[src/rtl/rev_pkg.sv]
package rev_pkg;

  // Output lines of one reversible bit slice, in no particular electrical order.
  typedef struct packed {
    logic mode_cp;  // forwarded mode copy
    logic x_cp;     // forwarded X copy
    logic parity;   // X ^ Y ^ mode
    logic sd;       // sum / difference bit
    logic carry;    // carry into the next slice
  } slice_out_t;

  localparam int unsigned MIN_WIDTH = 2;

endpackage

[src/rtl/rev_cnot.sv]
// Controlled inverter: control passes through, target is XOR-ed with it.
module rev_cnot (
  input  logic ctl_i,
  input  logic tgt_i,
  output logic ctl_o,
  output logic tgt_o
);
  assign ctl_o = ctl_i;
  assign tgt_o = tgt_i ^ ctl_i;
endmodule

[src/rtl/rev_peres.sv]
// Three-line reversible gate: (a, b, c) -> (a, a^b, (a&b)^c).
module rev_peres (
  input  logic a_i,
  input  logic b_i,
  input  logic c_i,
  output logic a_o,
  output logic b_o,
  output logic c_o
);
  assign a_o = a_i;
  assign b_o = a_i ^ b_i;
  assign c_o = (a_i & b_i) ^ c_i;
endmodule

[src/rtl/rev_slice.sv]
// One reversible add/subtract bit: conditional invert of Y, then a
// two-gate full adder. Five lines in, five lines out.
module rev_slice
  import rev_pkg::*;
(
  input  logic       mode_i,
  input  logic       x_i,
  input  logic       y_i,
  input  logic       cin_i,
  input  logic       anc_i,
  output slice_out_t out_o
);
  logic y_eff;
  logic half_sum;
  logic gen;

  rev_cnot u_inv (
    .ctl_i (mode_i),
    .tgt_i (y_i),
    .ctl_o (out_o.mode_cp),
    .tgt_o (y_eff)
  );

  rev_peres u_half (
    .a_i (x_i),
    .b_i (y_eff),
    .c_i (anc_i),
    .a_o (out_o.x_cp),
    .b_o (half_sum),
    .c_o (gen)
  );

  rev_peres u_full (
    .a_i (half_sum),
    .b_i (cin_i),
    .c_i (gen),
    .a_o (out_o.parity),
    .b_o (out_o.sd),
    .c_o (out_o.carry)
  );
endmodule

[src/rtl/rev_addsub_chain.sv]
module rev_addsub_chain
  import rev_pkg::*;
#(
  parameter int unsigned WIDTH = 8
) (
  input  logic [WIDTH-1:0] op_x,
  input  logic [WIDTH-1:0] op_y,
  input  logic             sub_mode,
  input  logic [WIDTH-1:0] anc_slice,
  input  logic             anc_cin,
  input  logic             anc_ovf,
  output logic [WIDTH-1:0] result,
  output logic             carry_out,
  output logic             overflow,
  output logic             mode_fwd,
  output logic [WIDTH-1:0] x_copy,
  output logic [WIDTH-1:0] parity
);
  localparam int unsigned TOP = WIDTH - 1;

  logic [WIDTH:0]   mode_line;   // mode copy entering slice i
  logic [WIDTH:0]   carry_line;  // carry leaving slice i-1
  logic [WIDTH-1:0] cin_line;    // carry actually entering slice i
  logic             top_cin_cp;  // copy of carry into the top slice
  slice_out_t       slc [WIDTH];

  // Bit-0 carry-in: mode XOR-ed onto the zero ancilla.
  rev_cnot u_lsb_cin (
    .ctl_i (sub_mode),
    .tgt_i (anc_cin),
    .ctl_o (mode_line[0]),
    .tgt_o (carry_line[0])
  );

  for (genvar i = 0; i < WIDTH; i++) begin : g_bit
    if (i == TOP) begin : g_top
      // Copy the top carry-in onto its ancilla before the top slice uses it.
      rev_cnot u_cin_copy (
        .ctl_i (carry_line[i]),
        .tgt_i (anc_ovf),
        .ctl_o (cin_line[i]),
        .tgt_o (top_cin_cp)
      );
    end else begin : g_low
      assign cin_line[i] = carry_line[i];
    end

    rev_slice u_slice (
      .mode_i (mode_line[i]),
      .x_i    (op_x[i]),
      .y_i    (op_y[i]),
      .cin_i  (cin_line[i]),
      .anc_i  (anc_slice[i]),
      .out_o  (slc[i])
    );

    assign mode_line[i+1]  = slc[i].mode_cp;
    assign carry_line[i+1] = slc[i].carry;
    assign result[i]       = slc[i].sd;
    assign x_copy[i]       = slc[i].x_cp;
    assign parity[i]       = slc[i].parity;
  end

  // Overflow: final carry XOR-ed onto the copied top carry-in.
  rev_cnot u_ovf (
    .ctl_i (carry_line[WIDTH]),
    .tgt_i (top_cin_cp),
    .ctl_o (carry_out),
    .tgt_o (overflow)
  );

  assign mode_fwd = mode_line[WIDTH];

  // Checks against plain arithmetic, independent of the gate network.
  logic             anc_clear;
  logic [WIDTH:0]   ref_sum;
  logic [WIDTH:0]   ref_diff;
  logic             ref_sovf;

  always_comb begin
    anc_clear = (anc_slice == '0) && !anc_cin && !anc_ovf;
    ref_sum   = {1'b0, op_x} + {1'b0, op_y};
    ref_diff  = {1'b0, op_x} + {1'b0, ~op_y} + 1'b1;
    if (sub_mode)
      ref_sovf = (op_x[TOP] != op_y[TOP]) && (ref_diff[TOP] != op_x[TOP]);
    else
      ref_sovf = (op_x[TOP] == op_y[TOP]) && (ref_sum[TOP] != op_x[TOP]);

    if (anc_clear && !sub_mode) begin
      a_r1_add_sum: assert (result == ref_sum[WIDTH-1:0])
        else $error("R1 sum mismatch");
      a_r3_add_carry: assert (carry_out == ref_sum[WIDTH])
        else $error("R3 add carry mismatch");
    end
    if (anc_clear && sub_mode) begin
      a_r2_sub_diff: assert (result == ref_diff[WIDTH-1:0])
        else $error("R2 difference mismatch");
      a_r3_sub_carry: assert (carry_out == (op_x >= op_y))
        else $error("R3 borrow mismatch");
    end
    if (anc_clear) begin
      a_r4_signed_ovf: assert (overflow == ref_sovf)
        else $error("R4 overflow mismatch");
    end
    a_r5_mode_copy: assert (mode_fwd == sub_mode)
      else $error("R5 mode copy mismatch");
    a_r6_x_copy: assert (x_copy == op_x)
      else $error("R6 X copy mismatch");
  end

endmodule

[config.mk]
export PLATFORM = sky130hd
export DESIGN_NAME = rev_addsub_chain
export DESIGN_NICKNAME = d
export VERILOG_FILES = /design/src/rtl/rev_pkg.sv /design/src/rtl/rev_cnot.sv /design/src/rtl/rev_peres.sv /design/src/rtl/rev_slice.sv /design/src/rtl/rev_addsub_chain.sv
export SDC_FILE = /design/constraint.sdc
export NUM_CORES = 1
export LEC_CHECK = 0
export BUFFER_PORTS_ARGS = -buffer_cell sky130_fd_sc_hd__buf_2
export CORE_AREA = 2 2 43 45
export DETAILED_ROUTE_END_ITERATION = 12
export DIE_AREA = 0 0 45 47
export PLACE_DENSITY = 0.94
export SETUP_SLACK_MARGIN = 0.15
export SYNTH_ARGS = -nofsm -noshare
export SYNTH_HDL_FRONTEND = slang
export SYNTH_SLANG_ARGS = --single-unit
[constraint.sdc]
create_clock -name vclk -period 9.15
set_input_delay 1.83 -clock vclk [all_inputs]
set_output_delay 1.83 -clock vclk [all_outputs]
set_load 0.01 [all_outputs]
==> impl_results.md <==
- Status: finished clean
- CP peak stage delay: 0.29 ns
- Syn_area_per_cell: 9.22 sq um
- Area share of the largest cell type after synthesis: 31.0%
- 1st-iter DRT viols: 0
- Layout Nets: 144
- Comb power frac: 100.0%
- Post-Syn Area: 646 sq um
- Flop pwr share: 0%
- RSZ-0062 raised after global routing: no
- Final Setup Violations: 0
- Number of port buffers: 54
- CTS hold repair buffers: 0
- Critical path launch point type: input pin
- Die height: 47 um
- Hold WC Path Type: in2out
- Initial core utilization: 39.1%
- Setup Buffers After CTS: 0
- Synth Instances: 70
- Total GRT Usage: 10.6%
- Int Power: 55.8 uW
- Distinct cells, synth: 6
- IO Pins: 54
- Vias in the first global route: 476
- Gr ovfl total: 0
- Cts repair resizes: 0
- Die X: 45 um
- Share of cells above drive strength 1: 56.6%
- Final Max Slew Viols: 0
- Synth warn: 0
- Final Cycle Share: 91.8%
- Sw Share: roughly half
- # diodes: 0
- Core footprint: 1650 sq um
- Routed Antenna Nets: 0
- CP most frequent cell: xnor2_1
- DRT Pass-1 Iters: 1
- Largest cells by area after synthesis: ha_1 31%, buf_4 29%, xnor2_1 24%
- DR vias: between 500 and 600
- Crit path capture type: primary output
- Post-route DRC: 0
- Worst Path Required: 7.32 ns
- Setup CP Type: in2out
- Yosys top cell by area: ha_1
- Placed instance area: 752 sq um
- Register area: 0 sq um
- Clock network fraction of design power: 0%
- Post-synth top cells: 25 x buf_4, 18 x xnor2_1, 16 x ha_1
- Fin crit period: around 8.4 ns
- Core Rows: 15
- Synth-to-Final Area Change: 16.5%
- Seq/Total Area, Yosys: 0%
- Final Hold Violating Endpoints: 0
- Post-Syn Nets: roughly 110
- Placer Congestion: 0.613
- First-pass GRT wire length: between 1500 and 2000 um
- VDD IR max: 0.0000540 V
- Flip-flop and latch count: 0
- Final Cell Area: 752 sq um
- CP arrival: 6.57 ns
- Largest net degree at the start of global routing: 10
- Die area: ~2100 sq um
- Via-to-Cell Ratio: between 4 and 5
- Worst-Margin Slew: 0.229 ns
- Max cap viols: 0
- Avg WL per Cell: 9.84 um
- Setup TNS: 0 ns
- P per Cell Area: ~150 nW/um^2
- Initial antenna violation count: 0
- Top-count cell post-synth: buf_4
- Clk_buf instances: 0
- CP max FO: 2
- Fmax: 119 MHz
- Slew margin rel.: between 80% and 90%
- P_leak: 0.000420 uW
- Final WL: 1140 um
- Slowest-stage cell, CP: ha_1
- Placed wire-length estimate: 1100 um
- Net Sw Power: 54.2 uW
==> path summary, 6_finish.rpt <==
check,start,endpoint,slack (ns),cells past startpoint
setup / recovery,sub_mode,overflow,0.75,29
hold / removal,op_x[3],x_copy[3],3.86,2
==> through the flow <==
step / hold slack, ns / total power [uW] / cells / setup WS (ns) / util [%]
floorplan: 3.75 / 105 / 70 / 0.981 / -
global placement: 3.86 / 109 / 116 / 0.721 / 45.5
detailed placement: 3.87 / 112 / 116 / 0.674 / 45.5
CTS: 3.87 / 113 / 116 / 0.655 / 45.5
global route: 3.88 / 124 / 116 / 0.308 / 45.5
finish: 3.86 / 110 / 116 / 0.748 / 45.5
==> layout by cell type, fill, tap and decap left out <==
cell	synthesis	layout
xnor2_1	18	18
buf_2	1	54
ha_1	16	16
xor2_1	9	9
buf_4	25	1
xnor2_2	1	1
==> logic make-up after synthesis <==
family	synth area share, %
buf+inv	29.8
xor+xnor	39.1
fa+ha+maj	31.0
==> routing by layer <==
| layer | global-route usage, % | share of wire (%) | vias to the layer above |
|---|---|---|---|
| met5 | 0 | 0 | - |
| met4 | 0 | 0 | 0 |
| met3 | 1.54 | 15 | 0 |
| met2 | 23.1 | 51 | 37 |
| met1 | 10.9 | 34 | 222 |
| li1 | - | - | 259 |
==> critical path, delay by kind of cell <==
kind       cells  cell delay (ns)
xor+xnor      18             2.59
fa+ha+maj      9             1.88
buf+inv        2             0.27
==> power groups by stage <==
| stage | clock network (uW) | logic (uW) | registers [uW] |
|---|---|---|---|
| final | 0 | 110 | 0 |
| after global routing | 0 | 124 | 0 |
| after CTS | 0 | 113 | 0 |
| after detailed placement | 0 | 112 | 0 |
| after global placement | 0 | 109 | 0 |
| after floorplan | 0 | 105 | 0 |
==> area by class of cell <==
| class | instances | area (sq um) |
|---|---|---|
| repair buffers | 55 | 278 |
| multi-input cells | 44 | 453 |
| fillers | 170 | 900 |
| well taps | 17 | 21.3 |
(Power assumes the default switching activity.)
